### config.mk
export PLATFORM = sky130hd
export DESIGN_NAME = tmc_pad_override
export DESIGN_NICKNAME = d
export VERILOG_FILES = /design/src/rtl/tmc_pkg.sv /design/src/rtl/tmc_pad_override.sv
export SDC_FILE = /design/constraint.sdc
export NUM_CORES = 1
export LEC_CHECK = 0
export BUFFER_PORTS_ARGS = -buffer_cell sky130_fd_sc_hd__buf_2
export CELL_PAD_IN_SITES_DETAIL_PLACEMENT = 0
export CELL_PAD_IN_SITES_GLOBAL_PLACEMENT = 2
export CORE_ASPECT_RATIO = 1.25
export CORE_UTILIZATION = 10
export DETAILED_ROUTE_END_ITERATION = 8
export PLACE_DENSITY_LB_ADDON = 0.1
export SLEW_MARGIN = 20
export SYNTH_ARGS = -nofsm -noshare
export SYNTH_HDL_FRONTEND = slang
export SYNTH_SLANG_ARGS = --single-unit
### constraint.sdc
create_clock -name vclk -period 1
set_input_delay 0.05 -clock vclk [all_inputs]
set_output_delay 0.05 -clock vclk [all_outputs]
set_load 0.05 [all_outputs]
### src/rtl/tmc_pkg.sv
package tmc_pkg;
  typedef enum logic [3:0] {
    M_NORMAL = 4'b0001,
    M_DEBUG  = 4'b0010,
    M_HIZ    = 4'b0100,
    M_OSC    = 4'b1000
  } tmc_mode_e;

  // port A pins used as PLL controls in oscillator/PLL mode
  localparam int PA_TSEL = 5;
  localparam int PA_OSC  = 4;
  localparam int PA_PLL  = 3;
  localparam int PA_BYP  = 0;

  // column pins carrying clocks in oscillator/PLL mode
  localparam int COL_RTC  = 0;
  localparam int COL_1HZ  = 1;
  localparam int COL_36M  = 2;
  localparam int COL_576K = 4;
  localparam int COL_TCLK = 6;

  // port E pins used by the software test feature
  localparam int PE_CLK = 0;
  localparam int PE_FIQ = 1;
  localparam int PE_IRQ = 2;
  localparam int PE_TEST_BITS = 3;
endpackage

### src/rtl/tmc_pad_override.sv
module tmc_pad_override
  import tmc_pkg::*;
#(
  parameter int PA_W  = 8,
  parameter int PE_W  = 8,
  parameter int COL_W = 8
) (
  input  tmc_mode_e        mode,
  input  logic [PA_W-1:0]  pa_in,
  input  logic [PA_W-1:0]  pa_oe_norm,
  input  logic [COL_W-1:0] col_norm,
  input  logic [COL_W-1:0] col_oe_norm,
  input  logic             rtc_osc,
  input  logic             rtc_1hz,
  input  logic             clk36,
  input  logic             clk576k,
  input  logic             pll_tclk,
  input  logic             bus_oe_raw,
  input  logic [PE_W-1:0]  pe_oe_raw,
  output logic [PA_W-1:0]  pa_oe,
  output logic [PE_W-1:0]  pe_oe,
  output logic [COL_W-1:0] col_out,
  output logic [COL_W-1:0] col_oe,
  output logic             xbus_oe,
  output logic             pll_tsel,
  output logic             osc_on,
  output logic             pll_on,
  output logic             pll_byp
);
  logic osc_m, hiz_m;
  logic [PA_W-1:0]  pa_mask;
  logic [COL_W-1:0] col_mask, col_clk;
  logic [PA_W-1:0]  pa_unused;

  assign osc_m = (mode == M_OSC);
  assign hiz_m = (mode == M_HIZ);
  assign pa_unused = pa_in & ~pa_mask;

  always_comb begin
    pa_mask = '0;
    pa_mask[PA_TSEL] = 1'b1;
    pa_mask[PA_OSC]  = 1'b1;
    pa_mask[PA_PLL]  = 1'b1;
    pa_mask[PA_BYP]  = 1'b1;
    col_mask = '0;
    col_clk  = '0;
    col_mask[COL_RTC]  = 1'b1; col_clk[COL_RTC]  = rtc_osc;
    col_mask[COL_1HZ]  = 1'b1; col_clk[COL_1HZ]  = rtc_1hz;
    col_mask[COL_36M]  = 1'b1; col_clk[COL_36M]  = clk36;
    col_mask[COL_576K] = 1'b1; col_clk[COL_576K] = clk576k;
    col_mask[COL_TCLK] = 1'b1; col_clk[COL_TCLK] = pll_tclk;
  end

  // PLL controls: pad inputs in test mode, fixed defaults otherwise
  assign pll_tsel = osc_m ?  pa_in[PA_TSEL] : 1'b0;
  assign osc_on   = osc_m ?  pa_in[PA_OSC]  : 1'b1;
  assign pll_on   = osc_m ?  pa_in[PA_PLL]  : 1'b1;
  assign pll_byp  = osc_m ?  pa_in[PA_BYP]  : 1'b0;

  for (genvar i = 0; i < PA_W; i++) begin : g_pa
    assign pa_oe[i] = ~hiz_m & pa_oe_norm[i] & ~(osc_m & pa_mask[i]);
  end

  for (genvar i = 0; i < COL_W; i++) begin : g_col
    logic sel;
    assign sel       = osc_m & col_mask[i];
    assign col_out[i] = sel ? col_clk[i] : col_norm[i];
    assign col_oe[i]  = ~hiz_m & (sel | col_oe_norm[i]);
  end

  assign pe_oe   = hiz_m ? '0 : pe_oe_raw;
  assign xbus_oe = ~hiz_m & bus_oe_raw;
endmodule

==> results of run 1 <==
==> worst max path at each step <==
stage | startpoint | cells after the start | end | slack, ns
after floorplan | mode[2] | 3 | pa_oe[0] | -0.23
after global placement | mode[0] | 5 | col_out[4] | -0.25
after detailed placement | mode[0] | 5 | col_out[4] | -0.26
after CTS | mode[1] | 5 | col_out[4] | -0.16
after global routing | mode[1] | 5 | col_out[1] | -0.19
final | mode[1] | 5 | col_out[4] | -0.15
==> what timing repair did <==
item | 4_1_cts | 5_1_grt
endpoints found under the setup margin | 33 | 34
resized for setup | 80 | 16
hold buffers | 0 | 0
endpoints found under the hold margin | 0 | 0
gates cloned | 1 | 1
pin swaps | 4 | 7
setup buffers | 0 | 1
==> power breakdown <==
group	switching, mW	internal, mW
logic	0.479	0.399
clock network	0	0
registers	0	0
total	0.479	0.399
==> per-stage QoR <==
stage / area (sq um) / setup TNS [ns] / power, mW
final: 1470 / -2.50 / 0.878
after global routing: 1470 / -3.72 / 0.921
after CTS: 1360 / -2.65 / 0.838
after detailed placement: 1090 / -6.05 / 0.697
after global placement: 1090 / -5.75 / 0.696
after floorplan: 592 / -4.42 / 0.532
==> worst max-delay path, cell delays in order <==
cell,delay [ns]
buf_8,0.10
nor4b_4,0.31
buf_6,0.18
mux2_4,0.31
buf_8,0.15
==> cells by family after synthesis <==
family	after synthesis	synth area share, %
AO/OA/AOI/OAI	14	24.0
XOR/XNOR	1	2.00
buffers and inverters	13	18.6
multiplexers	5	12.9
AND/OR/NAND/NOR	24	42.6
==> placed cells by master (no fill, tap or decap), drive strengths merged <==
master and instances:
mux2 5, nand2b 1, clkbuf 1, buf 93, a22oi 5, nor2b 16, inv 5, nor2 1
and2 2, xor2 1, o31ai 5, nor4b 2, or2b 1, or3b 1, a21boi 4
==> final cells by class <==
cell class         count  share of cell area, %
repair buffers        94                   55.0
multi-input cells     44                   38.9
well taps             56                   4.77
inverters              5                   1.28
==> routing by layer <==
layer  vias up  track usage [%]  share of wire (%)
met3         0            0.849                8.0
li1        364                -                  -
met4         0                0                  0
met5         -                0                  0
met2        47             16.5                 59
met1       316             7.10                 33
==> flow_summary.ini, run 1 <==
[placement]
gp_congestion = 0.687
port_buffers = 77
dpl.hpwl_um = 1610
place_ws_ns = -0.259
dp_cells = 196

[critical_path]
path_class = in -> out
crit_arrival_ns = 1.10
crit_required_ns = 0.95
worst_setup_path_end_kind = output pin
cp-start-kind = input port
path_max_fanout = 5

[floorplanning]
rows = 26
start_util_pct = 10.6
core_sq_mm = 0.00413
die_w_um = 61.2
ios = 87
dieArea_sq_mm = 0.00465
dieHeight_um = 76.0

[yosys]
synth_top_area_cell = nor2b_1
syn_area_sq_um = 438
synth-seq-area-share_pct = 0
yosysWarnings = 0
synth.area.top_cells = nor2b_1 (23%), mux2_2 (13%), nor4b_4 (11%)
synthMostInstantiatedCell = nor2b_1
ys_types = 16
synthTopCellsByCount = nor2b_1 (16), a22oi_1 (5), inv_1 (5), mux2_2 (5), o31ai_1 (5)
syn_area_per_cell_sq_um = 7.68
syn_inst = 57
yosysTopAreaCellShare_pct = 22.9
syn_nets = 107

[routing]
drt-pass1-iter-count = 2
antenna_left = 0
wl_um = 1960
vias_per_cell = 3.65
num_vias = 727
wl_per_cell_um = 9.84
drc = 0
drt-initial-drc-count = 6

[sta]
fin_ws_ns = -0.147
final.period_utilization_pct = 115
rsz0062_at_grt = yes
worst-slew-pin-transition_ns = 0.255
fin_crit_ns = 1.15
slew_violations = 0
timing.hold.ws_ns = 0.100
max_freq_mhz = 872
maxSlewHeadroom_pct = 82.9
final_hold_viol_count = 0
setup_violations = 26

[global_routing]
grt_max_degree = 17
grt.total_usage_pct = 7.54
grt_pass1_wl_um = 2840
gr-total-overflow = 0
first_global_vias = 713
antenna_found_initial = 0

[finish]
instances_no_fill = 199
final_util_pct = 35.6
area_growth_pct = 235
clkbuf_count = 0
multi_input_area_sq_um = 572
layout-drive-gt1-share_pct = 90.2
n_fill_cell = 422
seq_cells = 0
n_antenna_cell = 0
final_nets = 195
seqCellArea_sq_um = 0

[pwr]
vdd_ir_drop_max_mv = 0.191
powerDensity_mw_per_mm2 = 598
total_leakage_power_nw = 0.759

[flow_run]
cap_violations = 0

[outcome]
violations = setup timing
status = complete, but fails checks

[min_path]
hold_path_class = in -> out
hold_end = col_out[5]
worstHoldPathCells = 0
hold_path.startpoint = col_norm[5]
Power figures use the tool's default switching activity.
==> inputs of run 2 (changes only) <==
--- a/config.mk
+++ b/config.mk
@@ -5,6 +5,7 @@
 export SDC_FILE = /design/constraint.sdc
 export NUM_CORES = 1
 export LEC_CHECK = 0
+export ABC_CLOCK_PERIOD_IN_PS = 1000
 export BUFFER_PORTS_ARGS = -buffer_cell sky130_fd_sc_hd__buf_2
 export CELL_PAD_IN_SITES_DETAIL_PLACEMENT = 0
 export CELL_PAD_IN_SITES_GLOBAL_PLACEMENT = 2
@@ -12,7 +13,7 @@
 export CORE_UTILIZATION = 10
 export DETAILED_ROUTE_END_ITERATION = 8
 export PLACE_DENSITY_LB_ADDON = 0.1
-export SLEW_MARGIN = 20
+export SKIP_LAST_GASP = 1
 export SYNTH_ARGS = -nofsm -noshare
 export SYNTH_HDL_FRONTEND = slang
 export SYNTH_SLANG_ARGS = --single-unit
==> run 2 against run 1 <==
Against the previous run: the run still ends with setup timing left; total power fell by 1.5%; setup slack barely moved; cell count did not move; routed wire length rose by 0.66%; die area did not move; global-route usage fell by 0.067 points; utilization fell by 0.79 points; worst hold slack did not move; clock-buffer cell count did not move; critical path type unchanged; largest cell class unchanged.
==> flow_summary.ini, run 2 (synthesis results as in run 1) <==
[placement]
gp_congestion = 0.687
dpl.hpwl_um = 1610
dp_cells = 196
dpl_cell_area_sq_mm = 0.00109
port_buffers = 77

[floorplanning]
core_sq_mm = 0.00413
start_util_pct = 10.6
dieHeight_um = 76.0
rows = 26
die_w_um = 61.2
dieArea_sq_mm = 0.00465
ios = 87

[global_routing]
grt_max_degree = 17
antenna_found_initial = 0
grt_pass1_wl_um = 2820
first_global_vias = 710
grt.total_usage_pct = 7.47
gr-total-overflow = 0

[finish]
seq_cells = 0
clkbuf_count = 0
area_growth_pct = 228
instances_no_fill = 199
fin_area_sq_mm = 0.00144
final_nets = 195
n_antenna_cell = 0
final_cell_mix = buf_2 (43), buf_6 (24), buf_4 (14)
layout-drive-gt1-share_pct = 90.2
final_util_pct = 34.8
n_fill_cell = 429
seqCellArea_sq_um = 0
final_common_cell = buf_2

[flow_run]
cap_violations = 0

[sta]
rsz0062_at_grt = yes
final_hold_viol_count = 0
worst-slew-pin-transition_ns = 0.255
setup_violations = 26
maxSlewHeadroom_pct = 82.9
fin_ws_ns = -0.147
fin_crit_ns = 1.15
slew_violations = 0
max_freq_mhz = 872
final.period_utilization_pct = 115

[outcome]
status = complete, but fails checks
violations = setup timing

[critical_path]
path_class = in -> out
path_max_fanout = 5
cp-start-kind = input port
crit_required_ns = 0.95
worst_setup_path_end_kind = output pin
crit_arrival_ns = 1.10

[min_path]
hold_path_class = in -> out

[pwr]
powerDensity_mw_per_mm2 = 602
total_leakage_power_nw = 0.732
vdd_ir_drop_max_mv = 0.191

[routing]
vias_per_cell = 3.62
antenna_left = 0
drt-initial-drc-count = 6
num_vias = 721
wl_per_cell_um = 9.91
drt-pass1-iter-count = 2
wl_um = 1970
drc = 0

[cts]
cts_hold_buf = 0
[run 2: cell types whose count changed in the layout (fill, tap and decap cells not counted)]
cell	change
buf_2	+1
nor2b_2	+6
buf_8	+2
nor2b_4	-6
buf_4	+1
buf_6	-4
[run 2: layout make-up]
type                       instances  area (sq um)  area share, %
inverter                           5          18.8           1.31
multi-input combinational         44           542           37.7
tap                               56          70.1           4.88
timing repair buffer              94           806           56.1
[run 2: layer usage]
layer	routed length, um	track usage, %	up-vias
met3	162	1.02	0
li1	-	-	363
met1	674	6.89	309
met5	0	0	-
met2	1140	16.1	49
met4	0	0.682	0
[run 2: timing repair]
action	CTS	global route
resized for setup	48	56
pin swaps	4	7
gates cloned	1	1
setup endpoints to repair	33	33
setup buffers	0	1
[run 2: path summary, 6_finish.rpt]
kind                         from         end  slack [ns]  cells after the start
worst max-delay path      mode[1]  col_out[4]       -0.15                      5
worst min-delay path  col_norm[5]  col_out[5]        0.10                      0
[run 2: metrics by stage]
| stage | setup slack (ns) | TNS (ns) | power (mW) | hold WS (ns) |
|---|---|---|---|---|
| 6_report | -0.147 | -2.49 | 0.865 | 0.100 |
| 2_1_floorplan | -0.232 | -4.42 | 0.532 | 0.257 |
| 3_5_place_dp | -0.259 | -6.05 | 0.697 | 0.100 |
| 5_1_grt | -0.193 | -3.64 | 0.908 | 0.100 |
| 4_1_cts | -0.177 | -3.78 | 0.780 | 0.100 |
| 3_3_place_gp | -0.246 | -5.75 | 0.696 | 0.100 |
[run 2: where the power goes]
group / internal (mW) / leakage, nW / switching, mW / total, mW
clock: 0 / 0 / 0 / 0
combinational: 0.389 / 0.732 / 0.477 / 0.865
sequential: 0 / 0 / 0 / 0
total: 0.389 / 0.732 / 0.477 / 0.865
[run 2: worst max-delay path, stage by stage]
cell,delay [ns]
buf_8,0.10
nor4b_4,0.31
buf_6,0.18
mux2_4,0.31
buf_8,0.15
